$ cat config.mk
export PLATFORM = sky130hd
export DESIGN_NAME = pio_clk_calc
export DESIGN_NICKNAME = d
export VERILOG_FILES = /design/src/rtl/pio_calc_pkg.sv /design/src/rtl/pio_ceil_div.sv /design/src/rtl/pio_count_rules.sv /design/src/rtl/pio_chan_merge.sv /design/src/rtl/pio_clk_calc.sv
export SDC_FILE = /design/constraint.sdc
export NUM_CORES = 1
export LEC_CHECK = 0
export BUFFER_PORTS_ARGS = -buffer_cell sky130_fd_sc_hd__buf_4
export CORE_MARGIN = 2
export CORE_UTILIZATION = 50
export CTS_CLUSTER_DIAMETER = 150
export CTS_CLUSTER_SIZE = 24
export DETAILED_ROUTE_END_ITERATION = 10
export HOLD_SLACK_MARGIN = 0.12
export PLACE_DENSITY_LB_ADDON = 0.08
export SLEW_MARGIN = 0
export SYNTH_ARGS = -nofsm -noshare
export SYNTH_HDL_FRONTEND = slang
export SYNTH_HIERARCHICAL = 1
export SYNTH_SLANG_ARGS = --single-unit
$ cat constraint.sdc
create_clock -name clk -period 18.1 [get_ports clk]
set_clock_uncertainty 0.1 [all_clocks]
set_input_delay 5.43 -clock clk [delete_from_list [all_inputs] [get_ports clk]]
set_output_delay 5.43 -clock clk [all_outputs]
set_load 0.02 [all_outputs]
$ cat src/rtl/pio_calc_pkg.sv
package pio_calc_pkg;

    localparam int MODE_TOP = 5;

    typedef enum logic [1:0] {PH_IDLE, PH_DIV, PH_FIN} phase_e;

    // minimum address setup time per mode, ns
    function automatic logic [7:0] setup_ns_of(input logic [2:0] m);
        case (m)
            3'd0:    return 8'd70;
            3'd1:    return 8'd50;
            3'd2:    return 8'd30;
            3'd3:    return 8'd30;
            3'd4:    return 8'd25;
            default: return 8'd20;
        endcase
    endfunction

    // minimum strobe active time per mode, ns
    function automatic logic [7:0] active_ns_of(input logic [2:0] m);
        case (m)
            3'd0:    return 8'd165;
            3'd1:    return 8'd125;
            3'd2:    return 8'd100;
            3'd3:    return 8'd80;
            3'd4:    return 8'd70;
            default: return 8'd50;
        endcase
    endfunction

endpackage

$ cat src/rtl/pio_ceil_div.sv
module pio_ceil_div #(
    parameter int W       = 16,
    parameter int DIVISOR = 30
) (
    input  logic         clk,
    input  logic         rst_n,
    input  logic         go,
    input  logic [W-1:0] num,
    output logic         done,
    output logic [W-1:0] quo
);
    localparam int CW = $clog2(W + 2);
    localparam logic [W:0] DV   = (W+1)'(DIVISOR);
    localparam logic [W:0] BIAS = (W+1)'(DIVISOR - 1);

    typedef struct packed {
        logic          run;
        logic [CW-1:0] cnt;
        logic [W:0]    rem;
        logic [W:0]    qv;
        logic          done;
    } div_t;

    div_t q, d;
    logic [W:0] sh;

    always_comb begin
        d      = q;
        d.done = 1'b0;
        sh     = {q.rem[W-1:0], q.qv[W]};
        if (go) begin
            d.run = 1'b1;
            d.cnt = CW'(W + 1);
            d.rem = '0;
            d.qv  = {1'b0, num} + BIAS;   // ceiling via biased dividend
        end else if (q.run) begin
            if (sh >= DV) begin
                d.rem = sh - DV;
                d.qv  = {q.qv[W-1:0], 1'b1};
            end else begin
                d.rem = sh;
                d.qv  = {q.qv[W-1:0], 1'b0};
            end
            d.cnt = q.cnt - 1'b1;
            if (q.cnt == CW'(1)) begin
                d.run  = 1'b0;
                d.done = 1'b1;
            end
        end
    end

    always_ff @(posedge clk or negedge rst_n) begin
        if (!rst_n) q <= '0;
        else        q <= d;
    end

    assign done = q.done;
    assign quo  = q.qv[W-1:0];
endmodule

$ cat src/rtl/pio_count_rules.sv
module pio_count_rules #(
    parameter int TIME_W = 16,
    parameter int CNT_W  = 8
) (
    input  logic [TIME_W-1:0] cyc_c,
    input  logic [TIME_W-1:0] su_c,
    input  logic [TIME_W-1:0] ac_c,
    input  logic [TIME_W-1:0] rc_c,
    input  logic              late,
    output logic [CNT_W-1:0]  su_o,
    output logic [CNT_W-1:0]  ac_o,
    output logic [CNT_W-1:0]  rc_o
);
    localparam int XW = TIME_W + 2;
    localparam logic [XW-1:0] SU_MAX = XW'((1 << CNT_W) - 1);

    logic [XW-1:0] used, rec2, r, a;

    always_comb begin
        used = XW'(su_c) + XW'(ac_c);
        rec2 = (XW'(cyc_c) > used) ? XW'(cyc_c) - used : '0;
        r    = (XW'(rc_c) > rec2) ? XW'(rc_c) : rec2;
        if (r < XW'(2)) r = XW'(2);
        a = XW'(ac_c);
        if (a < XW'(2)) a = XW'(2);
        if (r > XW'(17)) begin
            a = a + (r - XW'(17));
            r = XW'(17);
        end
        if (a > XW'(16)) a = XW'(16);
        if (late) r = r - XW'(1);
        if (r > XW'(16)) r = XW'(16);
        su_o = (XW'(su_c) > SU_MAX) ? SU_MAX[CNT_W-1:0] : su_c[CNT_W-1:0];
        ac_o = a[CNT_W-1:0];
        rc_o = r[CNT_W-1:0];
    end
endmodule

$ cat src/rtl/pio_chan_merge.sv
module pio_chan_merge #(
    parameter int CNT_W = 8
) (
    input  logic [CNT_W-1:0] su,
    input  logic [CNT_W-1:0] ac,
    input  logic [CNT_W-1:0] rc,
    input  logic             mpres,
    input  logic [CNT_W-1:0] msu,
    input  logic [CNT_W-1:0] mac,
    input  logic [CNT_W-1:0] mrc,
    output logic [1:0]       code,
    output logic [3:0]       af,
    output logic [3:0]       rf
);
    logic [CNT_W-1:0] ms, ma, mr;

    always_comb begin
        ms = su;
        ma = ac;
        mr = rc;
        if (mpres) begin
            if (msu > ms) ms = msu;
            if (mac > ma) ma = mac;
            if (mrc > mr) mr = mrc;
        end
        if (ms == CNT_W'(4))                           code = 2'b00;
        else if (ms == CNT_W'(3))                      code = 2'b10;
        else if (ms == CNT_W'(1) || ms == CNT_W'(2))   code = 2'b01;
        else                                           code = 2'b11;
        af = ma[3:0];
        rf = mr[3:0];
    end
endmodule

$ cat src/rtl/pio_clk_calc.sv
module pio_clk_calc
    import pio_calc_pkg::*;
#(
    parameter int CLK_NS = 30,
    parameter int TIME_W = 16,
    parameter int CNT_W  = 8
) (
    input  logic              clk,
    input  logic              rst_n,
    input  logic              start,
    input  logic [2:0]        mode,
    input  logic [TIME_W-1:0] cycle_ns,
    input  logic              late_rev,
    input  logic              mate_present,
    input  logic [CNT_W-1:0]  mate_setup,
    input  logic [CNT_W-1:0]  mate_active,
    input  logic [CNT_W-1:0]  mate_recovery,
    output logic              busy,
    output logic              valid,
    output logic [CNT_W-1:0]  setup_cnt,
    output logic [CNT_W-1:0]  active_cnt,
    output logic [CNT_W-1:0]  recovery_cnt,
    output logic [1:0]        setup_code,
    output logic [3:0]        active_field,
    output logic [3:0]        recovery_field
);
    typedef struct packed {
        phase_e            ph;
        logic [1:0]        idx;
        logic              go;
        logic [2:0]        mode;
        logic [TIME_W-1:0] cyc_ns;
        logic              late;
        logic              mpres;
        logic [CNT_W-1:0]  msu, mac, mrc;
        logic [TIME_W-1:0] c_cyc, c_su, c_ac, c_rc;
        logic              vld;
        logic [CNT_W-1:0]  su, ac, rc;
        logic [1:0]        code;
        logic [3:0]        af, rf;
    } calc_t;

    calc_t q, d;

    logic [TIME_W:0]   st_at;
    logic [TIME_W-1:0] rec_ns, div_num, div_quo;
    logic              div_done;
    logic [CNT_W-1:0]  r_su, r_ac, r_rc;
    logic [1:0]        m_code;
    logic [3:0]        m_af, m_rf;

    // recovery time, floored at zero
    always_comb begin
        st_at  = (TIME_W+1)'(setup_ns_of(q.mode)) + (TIME_W+1)'(active_ns_of(q.mode));
        rec_ns = ({1'b0, q.cyc_ns} > st_at) ? q.cyc_ns - st_at[TIME_W-1:0] : '0;
        case (q.idx)
            2'd0:    div_num = q.cyc_ns;
            2'd1:    div_num = TIME_W'(setup_ns_of(q.mode));
            2'd2:    div_num = TIME_W'(active_ns_of(q.mode));
            default: div_num = rec_ns;
        endcase
    end

    pio_ceil_div #(.W(TIME_W), .DIVISOR(CLK_NS)) u_div (
        .clk  (clk),
        .rst_n(rst_n),
        .go   (q.go),
        .num  (div_num),
        .done (div_done),
        .quo  (div_quo)
    );

    pio_count_rules #(.TIME_W(TIME_W), .CNT_W(CNT_W)) u_rules (
        .cyc_c(q.c_cyc),
        .su_c (q.c_su),
        .ac_c (q.c_ac),
        .rc_c (q.c_rc),
        .late (q.late),
        .su_o (r_su),
        .ac_o (r_ac),
        .rc_o (r_rc)
    );

    pio_chan_merge #(.CNT_W(CNT_W)) u_merge (
        .su   (r_su),
        .ac   (r_ac),
        .rc   (r_rc),
        .mpres(q.mpres),
        .msu  (q.msu),
        .mac  (q.mac),
        .mrc  (q.mrc),
        .code (m_code),
        .af   (m_af),
        .rf   (m_rf)
    );

    always_comb begin
        d     = q;
        d.go  = 1'b0;
        d.vld = 1'b0;
        case (q.ph)
            PH_IDLE: begin
                if (start) begin
                    d.ph     = PH_DIV;
                    d.idx    = 2'd0;
                    d.go     = 1'b1;
                    d.mode   = (mode > 3'(MODE_TOP)) ? 3'(MODE_TOP) : mode;
                    d.cyc_ns = cycle_ns;
                    d.late   = late_rev;
                    d.mpres  = mate_present;
                    d.msu    = mate_setup;
                    d.mac    = mate_active;
                    d.mrc    = mate_recovery;
                end
            end
            PH_DIV: begin
                if (div_done) begin
                    case (q.idx)
                        2'd0:    d.c_cyc = div_quo;
                        2'd1:    d.c_su  = div_quo;
                        2'd2:    d.c_ac  = div_quo;
                        default: d.c_rc  = div_quo;
                    endcase
                    if (q.idx == 2'd3) begin
                        d.ph = PH_FIN;
                    end else begin
                        d.idx = q.idx + 2'd1;
                        d.go  = 1'b1;
                    end
                end
            end
            default: begin
                d.su   = r_su;
                d.ac   = r_ac;
                d.rc   = r_rc;
                d.code = m_code;
                d.af   = m_af;
                d.rf   = m_rf;
                d.vld  = 1'b1;
                d.ph   = PH_IDLE;
            end
        endcase
    end

    always_ff @(posedge clk or negedge rst_n) begin
        if (!rst_n) begin
            q    <= '0;
            q.ph <= PH_IDLE;
        end else begin
            q <= d;
        end
    end

    assign busy           = (q.ph != PH_IDLE);
    assign valid          = q.vld;
    assign setup_cnt      = q.su;
    assign active_cnt     = q.ac;
    assign recovery_cnt   = q.rc;
    assign setup_code     = q.code;
    assign active_field   = q.af;
    assign recovery_field = q.rf;
endmodule

==> results of run 1 <==
## routing by layer
layer,track usage,up-vias,share of wire
li1,-,5973,-
met1,0.3289,5966,0.45
met2,0.4152,281,0.49
met3,0.03620,47,0.040
met4,0.07309,0,0.020
met5,0,-,0
## through the flow
| stage | area, um^2 | util |
|---|---|---|
| finish | 16110 | 0.5437 |
| floorplan | 15060 | - |
| global route | 16110 | 0.5437 |
| CTS | 16110 | 0.5437 |
| global placement | 15530 | 0.5240 |
| detailed placement | 15530 | 0.5240 |
## layout by cell type, fill, tap and decap left out, types with 26 or more instances in the layout
cell      count
nor2_1       95
a211oi_1     26
mux2_2      109
buf_4        89
inv_1       114
xnor2_1      42
nand3_1      30
nand2_1     213
xor2_1       27
a21oi_1      74
dfrtp_1     187
ha_1        133
o21ai_0      63
nor2b_1      28
## how the worst min path moves through the flow
| stage | from | end | slack (ns) |
|---|---|---|---|
| 5_1_grt | q[104]$_DFFE_PN0P_ | q[104]$_DFFE_PN0P_ | 0.42 |
| 4_1_cts | q[104]$_DFFE_PN0P_ | q[104]$_DFFE_PN0P_ | 0.39 |
| 6_report | q[104]$_DFFE_PN0P_ | q[104]$_DFFE_PN0P_ | 0.38 |
| 3_5_place_dp | q[104]$_DFFE_PN0P_ | q[104]$_DFFE_PN0P_ | 0.37 |
| 2_1_floorplan | u_div/done$_DFF_PN0_ | q[147]$_DFFE_PN0P_ | 0.34 |
| 3_3_place_gp | q[114]$_DFFE_PN0P_ | q[114]$_DFFE_PN0P_ | 0.37 |
## registers in the layout, indices dropped and copies added (netlist names)
name and flops:
valid 1, active_field 4, setup_cnt 8, recovery_field 4, u_div/quo 16, u_div/q 23, u_div/done 1, active_cnt 8
setup_code 2, recovery_cnt 8, q 114
## cell families (layout without fill, tap and decap cells)
logic type / Yosys count / count (layout) / share of synthesized area
compound gates: 379 / 379 / 0.1843
mux: 124 / 124 / 0.09165
buf+inv: 237 / 237 / 0.07558
flops: 189 / 189 / 0.3147
fa+ha+maj: 138 / 138 / 0.1174
other cells: 2 / 9 / 0.0004996
xor+xnor: 69 / 69 / 0.04021
simple gates: 537 / 537 / 0.1757
## worst reg2reg max path: cells and delay by family, from the launching register on
kind,cells,cell delay (ns)
muxes,2,0.65
DFF,1,0.45
adders and majority gates,7,1.79
and+or+nand+nor,12,2.83
buffers and inverters,3,0.19
AOI/OAI and AO/OA,29,6.52
xor gates and xnor gates,1,0.09
## area by class of cell
class                           instances  area, um^2
Fill cell                            2819       13520
Multi-Input combinational cell       1256        9196
Sequential cell                       189        4732
Timing Repair Buffer                   90       681.9
Tap cell                              390       488.0
Clock buffer                           18       439.2
Inverter                              115       431.7
Clock inverter                         14       145.1
==> impl_metrics.py, run 1 <==
metrics = {
    "outcome": {
        "status": "finished, final reports clean",
    },
    "route": {
        "vias_per_cell": 5.920,
        "ant_nets": 0,
        "drc": 0,
        "routedWlPerCell_um": 18.63,
        "first_pass_iters": 7,
        "vias": 12267,
        "routed_wl_mm": 38.60,
        "drt_iter0_markers": 910,
    },
    "worst_setup_path": {
        "path_max_fanout": 11,
        "crit_required_ns": 18.33,
        "regToRegSetupSlack_ns": 5.37,
        "cp.arrival_ns": 12.96,
        "critPathCapture": "active_field[1]$_DFFE_PN0P_",
        "cpPeakStageDelay_ns": 0.62,
        "rr_endpoint": "active_field[1]$_DFFE_PN0P_",
        "critPathSlowestCell": "o21ai_1",
        "cp-end-kind": "flip-flop",
        "cp-startpoint": "q[52]$_DFFE_PN0P_",
        "path_common_cell": "a21oi_1",
        "start_kind": "flip-flop",
        "cp.depth": 54,
        "cp_num_buf_inv": 3,
        "path_class": "reg2reg",
        "rr_worst_depth": 54,
        "crit_family": "compound AO/OA/AOI/OAI gates",
        "r2r-start": "q[52]$_DFFE_PN0P_",
    },
    "cts": {
        "h-tree-depth": 4,
        "cts_buffer_depth": 2,
        "cts_sinks": 189,
        "cts_tree": "yes",
        "cts_inserted_buffers": 17,
        "clkLatencyLatePin_ns": 0.45,
        "ctsHoldBuffers": 0,
        "path_clk_slew_ns": 0.08,
        "cts_resized": 0,
        "post_cts_buffers": 0,
        "cts_root_buf": "clkbuf_16",
    },
    "synth": {
        "ys_types": 103,
        "seq_area_frac_synth": 0.3147,
        "syn_inst": 1675,
        "ys_ff_latch": 189,
        "syn_area_um2": 15030,
        "netlist.area_leader.share": 0.3147,
        "syn_avg_cell_area_um2": 8.974,
        "async_reset_ff_frac": 1.000,
        "synth_common_cells": "nand2_1 (213), dfrtp_1 (189), ha_1 (133)",
        "synthMostInstantiatedCell": "nand2_1",
        "yosysTopAreaCell": "dfrtp_1",
        "yosysWarningCount": 6,
        "synth-edff-count": 0,
        "ys_top_cells_by_area": "dfrtp_1 (31%), ha_1 (11%), mux2_2 (8.2%), nand2_1 (5.3%), buf_4 (2.9%)",
        "ys.flop_type": "dfrtp_1",
    },
    "die": {
        "row_count": 63,
        "die-area_um2": 31460,
        "start_util": 0.5071,
        "coreArea_um2": 29640,
        "pin_count": 84,
        "die_w_um": 177.4,
        "dieHeight_um": 177.4,
    },
    "worst_hold_path": {
        "hold_path_class": "reg2reg",
        "min_path_cells": 2,
    },
    "sta": {
        "fin_ws_ns": 5.368,
        "whs_ns": 0.3849,
        "slew_violations": 0,
        "fmax_ghz": 0.07854,
        "period_share": 0.7034,
        "rsz0062_at_grt": "no",
        "final-setup-viol-count": 0,
        "min_period_ns": 12.73,
        "tightest_slew_ns": 1.040,
        "finalHoldViolations": 0,
        "tns_ns": 0,
        "max-slew-margin-rel": 0.3004,
    },
    "grt": {
        "grt_pass1_vias": 11636,
        "grt_max_degree": 101,
        "grt_pass1_wl_mm": 61.48,
        "grtUsageTotal": 0.2466,
        "gr-total-overflow": 0,
        "grt_antenna_before_repair": 1,
    },
    "cells_and_area": {
        "instances_no_fill": 2072,
        "drive_above_1_share": 0.1700,
        "nets": 1855,
        "syn_to_final_growth_pct": 7.209,
        "antenna_cells": 0,
    },
    "placement": {
        "dpl.cell_count": 2040,
        "dp_hpwl_mm": 29.39,
        "pre_cts_ws_ns": 5.545,
        "place.port_buffers": 83,
        "gp_congestion": 0.9182,
    },
    "job": {
        "drv_cap": 0,
    },
}
Power of run 1 is left out: the tool's default activity adds up to more than one toggle a clock period on the data nets, which glitch-free logic cannot reach.
==> inputs of run 2 (changes only) <==
==> constraint.sdc (replaced) <==
create_clock -name clk -period 11.9 [get_ports clk]
set_clock_uncertainty 0.1 [all_clocks]
set_input_delay 3.57 -clock clk [delete_from_list [all_inputs] [get_ports clk]]
set_output_delay 3.57 -clock clk [all_outputs]
set_load 0.02 [all_outputs]
==> impl_metrics.py, run 2 (synthesis gave the netlist of run 1 again) <==
metrics = {
    "sta": {
        "fmax_ghz": 0.08841,
        "max-slew-margin-rel": 0.3240,
        "final-setup-viol-count": 0,
        "min_period_ns": 11.31,
        "finalHoldViolations": 0,
        "whs_ns": 0.3865,
        "slew_violations": 0,
        "period_share": 0.9505,
        "tightest_slew_ns": 1.014,
    },
    "cts": {
        "ctsHoldBuffers": 0,
        "h-tree-depth": 4,
        "cts_buffer_depth": 2,
        "path_clk_slew_ns": 0.08,
        "clkLatencyLatePin_ns": 0.45,
        "cts_root_buf": "clkbuf_16",
        "cts_tree": "yes",
        "cts_sinks": 189,
        "cts_inserted_buffers": 17,
    },
    "route": {
        "drt_iter0_markers": 895,
        "first_pass_iters": 7,
        "vias": 12416,
        "vias_per_cell": 5.932,
        "routed_wl_mm": 38.63,
        "drc": 0,
        "ant_nets": 0,
        "routedWlPerCell_um": 18.45,
    },
    "grt": {
        "grt_pass1_wl_mm": 62.19,
        "grt_antenna_before_repair": 0,
        "grt_pass1_vias": 11838,
        "grtUsageTotal": 0.2495,
        "gr-total-overflow": 0,
        "grt_max_degree": 120,
    },
    "outcome": {
        "status": "finished, final reports clean",
    },
    "worst_setup_path": {
        "path_max_fanout": 9,
        "cp-end-kind": "flip-flop",
        "critPathSlowestCell": "a311o_1",
        "cpPeakStageDelay_ns": 0.51,
        "path_class": "reg2reg",
        "start_kind": "flip-flop",
        "crit_required_ns": 12.12,
        "cp.arrival_ns": 11.53,
        "rr_worst_depth": 46,
    },
    "cells_and_area": {
        "final_core_util": 0.5543,
        "multiInputGateArea_um2": 9331,
        "nFillCells": 2718,
        "final_area_um2": 16430,
        "syn_to_final_growth_pct": 9.307,
        "final_common_cell": "nand2_1",
        "instances_no_fill": 2093,
        "final_cell_mix": "nand2_1 (213), dfrtp_1 (186), ha_1 (131)",
        "nets": 1876,
        "largest_reg_flops": 114,
        "largest_register": "q",
        "final-seq-area_um2": 4733,
        "antenna_cells": 0,
        "drive_above_1_share": 0.1950,
    },
    "die": {
        "start_util": 0.5071,
        "die-area_um2": 31460,
        "die_w_um": 177.4,
        "row_count": 63,
        "dieHeight_um": 177.4,
        "coreArea_um2": 29640,
        "pin_count": 84,
    },
    "job": {
        "drv_cap": 0,
    },
    "worst_hold_path": {
        "hold_path_class": "reg2reg",
        "min_path_cells": 2,
    },
    "placement": {
        "dp_hpwl_mm": 29.29,
        "dpl.cell_count": 2054,
        "gp_congestion": 0.9047,
        "placed_cell_area_um2": 15640,
        "place.port_buffers": 83,
    },
}
==> run 2: changes by cell type in the layout (fill, tap and decap cells not counted), sizes merged <==
cell / previous run / this run
inv: 123 / 121
clkbuf: 19 / 18
clkinv: 3 / 6
buf: 89 / 110
==> run 2: worst max-delay path, delay by kind of cell, from the launching register on <==
| family | cells | cell delay (ns) |
|---|---|---|
| adders and majority gates | 5 | 1.21 |
| buffers and inverters | 2 | 0.24 |
| AOI/OAI and AO/OA | 24 | 5.26 |
| xor gates and xnor gates | 1 | 0.25 |
| DFF | 1 | 0.45 |
| muxes | 2 | 0.64 |
| and+or+nand+nor | 12 | 3.05 |
==> run 2: layer usage <==
| layer | vias to the layer above | wire length, um | GRT usage |
|---|---|---|---|
| met3 | 48 | 1526 | 0.03128 |
| met2 | 282 | 19230 | 0.4313 |
| met1 | 6071 | 17230 | 0.3314 |
| li1 | 6015 | - | - |
| met5 | - | 0 | 0 |
| met4 | 0 | 643 | 0.06113 |
==> run 2: worst paths after layout <==
| path | slack, ns | end | start |
|---|---|---|---|
| setup / recovery | 0.59 | recovery_field[2]$_DFFE_PN0P_ | q[52]$_DFFE_PN0P_ |
| hold / removal | 0.39 | q[104]$_DFFE_PN0P_ | q[104]$_DFFE_PN0P_ |
| setup reg to reg | 0.59 | recovery_field[2]$_DFFE_PN0P_ | q[52]$_DFFE_PN0P_ |
| hold reg to reg | 0.39 | q[104]$_DFFE_PN0P_ | q[104]$_DFFE_PN0P_ |
| max in group asynchronous | 6.96 | q[148]$_DFFE_PN0P_ | rst_n |
| min in group asynchronous | 3.15 | u_div/q[23]$_DFFE_PN0P_ | rst_n |
==> run 2: final cells by class <==
type / instances / area share
multi-input combinational: 1256 / 0.5680
timing repair buffer: 111 / 0.05133
inverter: 115 / 0.02627
clock buffer: 17 / 0.02589
tap: 390 / 0.02970
sequential: 189 / 0.2881
clock inverter: 15 / 0.01074
==> run 2: what timing repair did <==
item | 4_1_cts | 5_1_grt
resized for setup | 1 | 32
buffers inserted | 2 | 5
setup endpoints to repair | 4 | 8
pin swaps | 1 | 13
==> run 2: per-stage QoR <==
step                       TNS, ns  setup slack [ns]
final                            0            0.5893
after CTS                        0           0.02930
after global placement           0            0.3098
after global routing      -0.01287         -0.008688
after floorplan                  0            0.7909
after detailed placement         0           0.05754
Power of run 2 is left out for the same reason.
